**config.mk**
```make
export PLATFORM = sky130hd
export DESIGN_NAME = ssp_pin_ctrl
export DESIGN_NICKNAME = d
export VERILOG_FILES = /design/src/rtl/ssp_pin_pkg.sv /design/src/rtl/ssp_ctrl_reg.sv /design/src/rtl/ssp_xfer_phase.sv /design/src/rtl/ssp_data_hold.sv /design/src/rtl/ssp_cs_drive.sv /design/src/rtl/ssp_pin_ctrl.sv
export SDC_FILE = /design/constraint.sdc
export NUM_CORES = 1
export LEC_CHECK = 0
export BUFFER_PORTS_ARGS = -buffer_cell sky130_fd_sc_hd__buf_2
export CAP_MARGIN = 0
export CELL_PAD_IN_SITES_DETAIL_PLACEMENT = 1
export CELL_PAD_IN_SITES_GLOBAL_PLACEMENT = 2
export CORE_UTILIZATION = 18
export DETAILED_ROUTE_END_ITERATION = 10
export PLACE_DENSITY = 0.84
export SLEW_MARGIN = 20
export SYNTH_ARGS = -nofsm -noshare
export SYNTH_HDL_FRONTEND = slang
export SYNTH_SLANG_ARGS = --single-unit
```
**constraint.sdc**
```tcl
create_clock -name clk -period 1.5 [get_ports clk]
set_input_delay 0.15 -clock clk [delete_from_list [all_inputs] [get_ports clk]]
set_output_delay 0.15 -clock clk [all_outputs]
set_load 0.1 [all_outputs]
```
**src/rtl/ssp_pin_pkg.sv**
```systemverilog
package ssp_pin_pkg;
  localparam int REG_W     = 8;
  localparam int LVL_POS   = 0;
  localparam int LOCK_POS  = 1;
  localparam int SCK_POS   = 2;
  localparam int MODE_LSB  = 3;
  localparam int MODE_W    = 2;
  localparam int USED_BITS = MODE_LSB + MODE_W;

  typedef enum logic [MODE_W-1:0] {
    CSM_PORT     = 2'b00,
    CSM_INPUT    = 2'b01,
    CSM_AUTO_IO  = 2'b10,
    CSM_AUTO_OUT = 2'b11
  } cs_mode_e;

  typedef struct packed {
    cs_mode_e cs_mode;
    logic     sck_sel;
    logic     level;
  } ctrl_fields_t;
endpackage

```
**src/rtl/ssp_ctrl_reg.sv**
```systemverilog
module ssp_ctrl_reg
  import ssp_pin_pkg::*;
(
  input  logic             clk,
  input  logic             rst_n,
  input  logic             wr_en,
  input  logic [REG_W-1:0] wr_data,
  input  logic             in_xfer,
  output ctrl_fields_t     fields,
  output logic [REG_W-1:0] rd_data,
  output logic             lvl_load,
  output logic             lvl_value
);
  ctrl_fields_t f_q;
  logic         unused_wr_hi;

  assign unused_wr_hi = ^wr_data[REG_W-1:USED_BITS];

  // level is accepted only when unlocked in the same write and outside a frame
  assign lvl_load  = wr_en && !wr_data[LOCK_POS] && !in_xfer;
  assign lvl_value = wr_data[LVL_POS];

  always_ff @(posedge clk) begin
    if (!rst_n) begin
      f_q.cs_mode <= CSM_PORT;
      f_q.sck_sel <= 1'b0;
      f_q.level   <= 1'b0;
    end else begin
      if (wr_en) begin
        f_q.cs_mode <= cs_mode_e'(wr_data[MODE_LSB +: MODE_W]);
        f_q.sck_sel <= wr_data[SCK_POS];
      end
      if (lvl_load) f_q.level <= lvl_value;
    end
  end

  always_comb begin
    rd_data                       = '0;
    rd_data[LVL_POS]              = f_q.level;
    rd_data[LOCK_POS]             = 1'b1;
    rd_data[SCK_POS]              = f_q.sck_sel;
    rd_data[MODE_LSB +: MODE_W]   = f_q.cs_mode;
  end

  assign fields = f_q;
endmodule

```
**src/rtl/ssp_xfer_phase.sv**
```systemverilog
module ssp_xfer_phase (
  input  logic clk,
  input  logic rst_n,
  input  logic start,
  input  logic done,
  output logic phase,
  output logic in_xfer
);
  logic busy_q;
  logic done_q;

  // busy_q holds from the edge after start until the edge after the tail cycle
  always_ff @(posedge clk) begin
    if (!rst_n) begin
      busy_q <= 1'b0;
      done_q <= 1'b0;
    end else begin
      done_q <= done && (busy_q || start);
      busy_q <= start || (busy_q && !done_q);
    end
  end

  assign phase   = busy_q;
  assign in_xfer = start || busy_q;
endmodule

```
**src/rtl/ssp_data_hold.sv**
```systemverilog
module ssp_data_hold (
  input  logic clk,
  input  logic rst_n,
  input  logic bit_valid,
  input  logic bit_value,
  input  logic load,
  input  logic load_value,
  output logic sdo
);
  logic sdo_q;

  always_ff @(posedge clk) begin
    if (!rst_n)         sdo_q <= 1'b0;
    else if (bit_valid) sdo_q <= bit_value;
    else if (load)      sdo_q <= load_value;
  end

  assign sdo = sdo_q;
endmodule

```
**src/rtl/ssp_cs_drive.sv**
```systemverilog
module ssp_cs_drive
  import ssp_pin_pkg::*;
(
  input  cs_mode_e mode,
  input  logic     master,
  input  logic     phase,
  output logic     cs_out,
  output logic     cs_oe
);
  logic drive_low;

  always_comb begin
    cs_oe     = 1'b0;
    drive_low = 1'b0;
    if (master) begin
      unique case (mode)
        CSM_AUTO_OUT: begin
          cs_oe     = 1'b1;
          drive_low = phase;
        end
        CSM_AUTO_IO: begin
          cs_oe     = phase;
          drive_low = phase;
        end
        default: begin
          cs_oe     = 1'b0;
          drive_low = 1'b0;
        end
      endcase
    end
  end

  assign cs_out = !drive_low;
endmodule

```
**src/rtl/ssp_pin_ctrl.sv**
```systemverilog
module ssp_pin_ctrl
  import ssp_pin_pkg::*;
(
  input  logic             clk,
  input  logic             rst_n,
  input  logic             reg_wr_en,
  input  logic [REG_W-1:0] reg_wr_data,
  output logic [REG_W-1:0] reg_rd_data,
  input  logic             master_sel,
  input  logic             xfer_start,
  input  logic             xfer_bit_valid,
  input  logic             xfer_bit,
  input  logic             xfer_done,
  output logic             sdo,
  output logic             sck_serial,
  output logic             sck_oe,
  output logic             cs_out,
  output logic             cs_oe
);
  ctrl_fields_t fields;
  logic         phase;
  logic         in_xfer;
  logic         lvl_load;
  logic         lvl_value;

  ssp_xfer_phase u_phase (
    .clk     (clk),
    .rst_n   (rst_n),
    .start   (xfer_start),
    .done    (xfer_done),
    .phase   (phase),
    .in_xfer (in_xfer)
  );

  ssp_ctrl_reg u_reg (
    .clk       (clk),
    .rst_n     (rst_n),
    .wr_en     (reg_wr_en),
    .wr_data   (reg_wr_data),
    .in_xfer   (in_xfer),
    .fields    (fields),
    .rd_data   (reg_rd_data),
    .lvl_load  (lvl_load),
    .lvl_value (lvl_value)
  );

  ssp_data_hold u_hold (
    .clk        (clk),
    .rst_n      (rst_n),
    .bit_valid  (xfer_bit_valid),
    .bit_value  (xfer_bit),
    .load       (lvl_load),
    .load_value (lvl_value),
    .sdo        (sdo)
  );

  ssp_cs_drive u_cs (
    .mode   (fields.cs_mode),
    .master (master_sel),
    .phase  (phase),
    .cs_out (cs_out),
    .cs_oe  (cs_oe)
  );

  assign sck_serial = fields.sck_sel;
  assign sck_oe     = fields.sck_sel && master_sel;
endmodule

```
==> flow_summary.yaml, run 1 <==
floorplan:
  boundaryPins: 29
  die-area_mm2: 0.00208
  start_util_pct: 19.4
  die_w_um: 45.6
  core_area_mm2: 0.00176
  rows: 15
  fp.dieH_um: 45.6
timing:
  timing.hold.ws_ns: 0.131
  rsz0062_at_grt: "no"
  clock_skew_ns: 0.0000649
  setup_violations: 0
  hold_viol: 0
  min_period_over_period_pct: 87.3
  fmax_mhz: 764
  fin_setup_tns_ns: 0
  fin_crit_ns: 1.31
  slew_viol_final: 0
clocking:
  cts_root_buf: "clkbuf_4"
  cts_inserted_buffers: 3
  clk_pin_slew_ns: 0.05
  cts_tree: "yes"
  worstSkewPairLatency_ns: 0.25
  cts_setup_buffers: 0
  htreeDepth: 1
  post_cts_resized: 0
  cts.sinks: 7
  cts_buffer_depth: 2
  ctsHoldBuffers: 0
placed_design:
  dp_hpwl_um: 613
  numPortBuffers: 21
  gp_congestion: 0.618
run:
  maxCapViolations: 0
hold_path:
  hp-class: "primary input to flip-flop"
  hold_depth: 2
  hold_end: "u_phase.done_q$_SDFF_PN0_"
  worstHoldStart: "xfer_done"
synth:
  yosysSeqAreaShare_pct: 40.9
  synth.area.top_cells: "dfxtp_1, mux2i_1, buf_4"
  synth_top_cell_by_area: "dfxtp_1"
  synth_seq_cells: 7
  syn-cell-area_um2: 343
  netlist_instances: 33
  syn_area_per_cell_um2: 10.4
  netlist.area_leader.share_pct: 40.9
  synth_cell_type_count: 13
  yosys_warnings: 0
global_routing:
  grt_pass1_wl_um: 1150
  antenna_found_initial: 0
  grt_overflow: 0
  grt_usage_pct: 8.27
  grt_max_degree: 8
  grt_pass1_vias: 267
routing:
  route.vias.total: 286
  wl_per_cell_um: 9.16
  first_iter_violations: 0
  wl_um: 733
  antenna_left: 0
  drc: 0
  first_pass_iters: 1
  vias_per_cell: 3.58
critical_path:
  end_kind: "primary output"
  cp-start-kind: "flip-flop"
  reg2reg_depth: 3
  r2r_start: "u_phase.phase$_SDFF_PN0_"
  worstPathRequired_ns: 1.35
  worstSetupPathType: "flip-flop to primary output"
  reg2reg_slack_ns: 0.34
  worstPathArrival_ns: 1.16
  r2r_end: "u_hold.sdo$_SDFFE_PN0P_"
  worstPathMaxFanout: 5
power:
  max-vdd-ir-drop_uv: 439
  p_leak_nw: 0.248
  cellPowerDensity_mw_per_mm2: 1110
status:
  status: "completed"
layout:
  synthToLayoutAreaGrowth_pct: 48.2
  drive_gt1_share_pct: 56.4
  diodes: 0
  fin_nets: 72
-- registers in the layout, summed over array words and instances (netlist names) --
signal          cells
u_reg.fields        4
u_hold.sdo          1
u_phase.done_q      1
u_phase.phase       1
-- layout by cell type (no fill, tap or decap) --
cell / instances
a21oi_1: 1
conb_1: 4
clkbuf_4: 3
mux2i_1: 5
dfxtp_2: 3
clkbuf_1: 1
o211a_1: 1
o21ai_0: 1
buf_2: 20
buf_12: 1
o211a_2: 1
nor4b_4: 1
dfxtp_1: 4
nor2b_1: 5
inv_1: 1
and2_2: 1
nand3_4: 1
o21a_1: 1
-- synth_stat cells --
cell type and n:
nand3_1 1, mux2i_1 5, nor2b_1 5, a21oi_1 1, nor4b_4 1, o21ai_0 1
inv_1 1, o21a_1 1, buf_4 5, conb_1 2, o211a_1 2, and2_1 1
dfxtp_1 7
-- final cells by class --
class	instances	area, um^2
Sequential cell	7	144
Clock buffer	4	26.3
Timing Repair Buffer	21	120
Tap cell	25	31.3
Multi-Input combinational cell	22	183
Fill cell	221	1260
Inverter	1	3.75
-- critical path, cell delays in order, from the launching register on --
cell and delay (ns):
dfxtp_1 0.48, o211a_2 0.25, buf_12 0.17
-- routing by layer --
layer	part of all wire, %	wire length [um]	track usage (%)
met5	0	0	0
met4	0	0	3.64
met3	12	87	5.95
met2	48	355	13.1
met1	40	290	8.10
-- worst max path at each step --
| stage | depth (start not counted) | endpoint | slack [ns] | from |
|---|---|---|---|---|
| after floorplan | 1 | cs_oe | 0.01 | u_reg.fields[3]$_SDFFE_PN0P_ |
| after global placement | 3 | u_hold.sdo$_SDFFE_PN0P_ | 0.34 | u_phase.phase$_SDFF_PN0_ |
| after detailed placement | 3 | u_hold.sdo$_SDFFE_PN0P_ | 0.34 | u_phase.phase$_SDFF_PN0_ |
| after CTS | 2 | cs_oe | 0.16 | u_phase.phase$_SDFF_PN0_ |
| after global routing | 2 | cs_oe | 0.12 | u_phase.phase$_SDFF_PN0_ |
| final | 2 | cs_oe | 0.19 | u_phase.phase$_SDFF_PN0_ |
-- cell families after synthesis --
logic type / count (synthesis) / synth area share, %
other: 2 / 2.19
multiplexers: 5 / 14.6
AND/OR/NAND/NOR: 8 / 19.3
AO/OA/AOI/OAI: 5 / 10.9
flip-flops: 7 / 40.9
buffers and inverters: 6 / 12.0
-- power breakdown --
part	leakage (nW)	internal, W	switching, W	total (W)
Sequential	0.0589	0.000198	0.0000107	0.000209
Clock	0.0150	0.000102	0.0000702	0.000172
Combinational	0.174	0.0000371	0.000148	0.000186
-- through the flow --
step	worst slack [ns]	power, W	area (um^2)	instances	util, %
6_report	0.191	0.000566	508	80	28.8
5_1_grt	0.116	0.000601	508	80	28.8
4_1_cts	0.162	0.000578	508	80	28.8
3_5_place_dp	0.338	0.000400	482	76	27.3
3_3_place_gp	0.343	0.000398	482	76	27.3
2_1_floorplan	0.0132	0.000370	368	35	-
(Power assumes the default switching activity.)
==> run 2: changes to the inputs <==
--- a/config.mk
+++ b/config.mk
@@ -9,9 +9,9 @@
 export CAP_MARGIN = 0
 export CELL_PAD_IN_SITES_DETAIL_PLACEMENT = 1
 export CELL_PAD_IN_SITES_GLOBAL_PLACEMENT = 2
-export CORE_UTILIZATION = 18
+export CORE_UTILIZATION = 16
 export DETAILED_ROUTE_END_ITERATION = 10
-export PLACE_DENSITY = 0.84
+export PLACE_DENSITY = 0.8
 export SLEW_MARGIN = 20
 export SYNTH_ARGS = -nofsm -noshare
 export SYNTH_HDL_FRONTEND = slang
==> constraint.sdc (replaced) <==
create_clock -name clk -period 1.2 [get_ports clk]
set_input_delay 0.12 -clock clk [delete_from_list [all_inputs] [get_ports clk]]
set_output_delay 0.12 -clock clk [all_outputs]
set_load 0.1 [all_outputs]
==> flow_summary.yaml, run 2 (same netlist as run 1, synthesis figures left out) <==
status:
  status: "completed"
placed_design:
  numPortBuffers: 21
  gp_congestion: 0.582
  dp_hpwl_um: 689
  placed_cells: 79
  placedInstanceArea_um2: 586
power:
  cellPowerDensity_mw_per_mm2: 1180
  p_leak_nw: 0.300
  finalPower_w: 0.000753
  max-vdd-ir-drop_uv: 378
critical_path:
  worstPathMaxFanout: 3
  worstPathArrival_ns: 1.07
  reg2reg_depth: 4
  r2r_end: "u_hold.sdo$_SDFFE_PN0P_"
  worstSetupPathType: "flip-flop to primary output"
  reg2reg_slack_ns: 0.06
  cp-start-kind: "flip-flop"
  r2r_start: "u_phase.phase$_SDFF_PN0_"
  worstPathRequired_ns: 1.08
  end_kind: "primary output"
timing:
  timing.hold.ws_ns: 0.109
  rsz0062_at_grt: "yes"
  slew_viol_final: 0
  min_period_over_period_pct: 99.1
  clock_skew_ns: 0.00228
  fmax_mhz: 841
  hold_viol: 0
  fin_crit_ns: 1.19
  setup_violations: 0
layout:
  synthToLayoutAreaGrowth_pct: 86.5
  final_core_utilization_pct: 32.3
  diodes: 0
  largest_reg_flops: 4
  fin_nets: 76
  layout_common_cells: "buf_2, buf_12, mux2i_1, nor2b_1, conb_1"
  stdcell_count: 86
  fin_area_um2: 639
  final_common_cell: "buf_2"
  drive_gt1_share_pct: 64.4
clocking:
  cts_root_buf: "clkbuf_4"
  htreeDepth: 1
  cts.sinks: 7
  cts_tree: "yes"
  cts_inserted_buffers: 3
  cts_buffer_depth: 2
  worstSkewPairLatency_ns: 0.25
  clk_pin_slew_ns: 0.05
routing:
  wl_um: 815
  first_pass_iters: 1
  antenna_left: 0
  drc: 0
  vias_per_cell: 3.78
  first_iter_violations: 0
  wl_per_cell_um: 9.48
  route.vias.total: 325
global_routing:
  grt_pass1_wl_um: 1260
  grt_pass1_vias: 326
  grt_max_degree: 8
  grt_overflow: 0
  antenna_found_initial: 0
  grt_usage_pct: 8.51
floorplan:
  die_w_um: 48.3
  start_util_pct: 17.3
  die-area_mm2: 0.00233
  boundaryPins: 29
  rows: 16
  fp.dieH_um: 48.3
  core_area_mm2: 0.00198
hold_path:
  worstHoldStart: "xfer_done"
  hp-class: "primary input to flip-flop"
  hold_depth: 2
  hold_end: "u_phase.done_q$_SDFF_PN0_"
run:
  maxCapViolations: 0
[run 2: cell types whose count changed in the layout (fill, tap and decap cells not counted), sizes merged]
cell	delta
buf	+4
[run 2: critical path, cell delays in order, from the launching register on]
cell,delay (ns)
dfxtp_2,0.32
buf_6,0.11
o211a_4,0.23
buf_12,0.16
[run 2: per-layer routing]
layer / track usage (%) / part of all wire [%] / vias to the layer above
li1: - / - / 155
met2: 14.1 / 53 / 18
met5: 0 / 0 / -
met1: 7.76 / 37 / 152
met3: 4.44 / 9.9 / 0
met4: 6.67 / 0 / 0
[run 2: worst max-delay path by stage]
stage	end	slack [ns]	start
4_1_cts	cs_oe	-0.02	u_phase.phase$_SDFF_PN0_
3_5_place_dp	u_hold.sdo$_SDFFE_PN0P_	0.09	u_phase.phase$_SDFF_PN0_
2_1_floorplan	u_hold.sdo$_SDFFE_PN0P_	0.11	u_phase.phase$_SDFF_PN0_
3_3_place_gp	u_hold.sdo$_SDFFE_PN0P_	0.12	u_phase.phase$_SDFF_PN0_
6_report	cs_oe	0.01	u_phase.phase$_SDFF_PN0_
5_1_grt	cs_oe	-0.04	u_phase.phase$_SDFF_PN0_
[run 2: what timing repair did]
| item | 4_1_cts | 5_1_grt |
|---|---|---|
| hold buffers | 0 | 0 |
| gates cloned | 0 | 0 |
| buffers inserted | 1 | 2 |
| pin swaps | 1 | 0 |
| endpoints found under the setup margin | 1 | 2 |
| gates resized for setup | 2 | 0 |
[run 2: stage by stage]
| step | setup TNS [ns] | setup slack, ns |
|---|---|---|
| 6_report | 0 | 0.0104 |
| 5_1_grt | -0.0700 | -0.0399 |
| 4_1_cts | -0.0192 | -0.0192 |
| 3_5_place_dp | 0 | 0.0933 |
| 3_3_place_gp | 0 | 0.121 |
| 2_1_floorplan | 0 | 0.107 |
[run 2: power breakdown]
part / leakage (nW) / switching, W / internal (W)
Clock: 0.0150 / 0.0000869 / 0.000127
Sequential: 0.0608 / 0.0000135 / 0.000245
Combinational: 0.224 / 0.000196 / 0.0000845
[run 2: cell type report]
type	instances	area (um^2)
clock buffers	4	26.3
repair buffers	25	229
inverters	1	3.75
flip-flops and latches	7	155
multi-input cells	22	191
fillers	237	1340
well taps	27	33.8
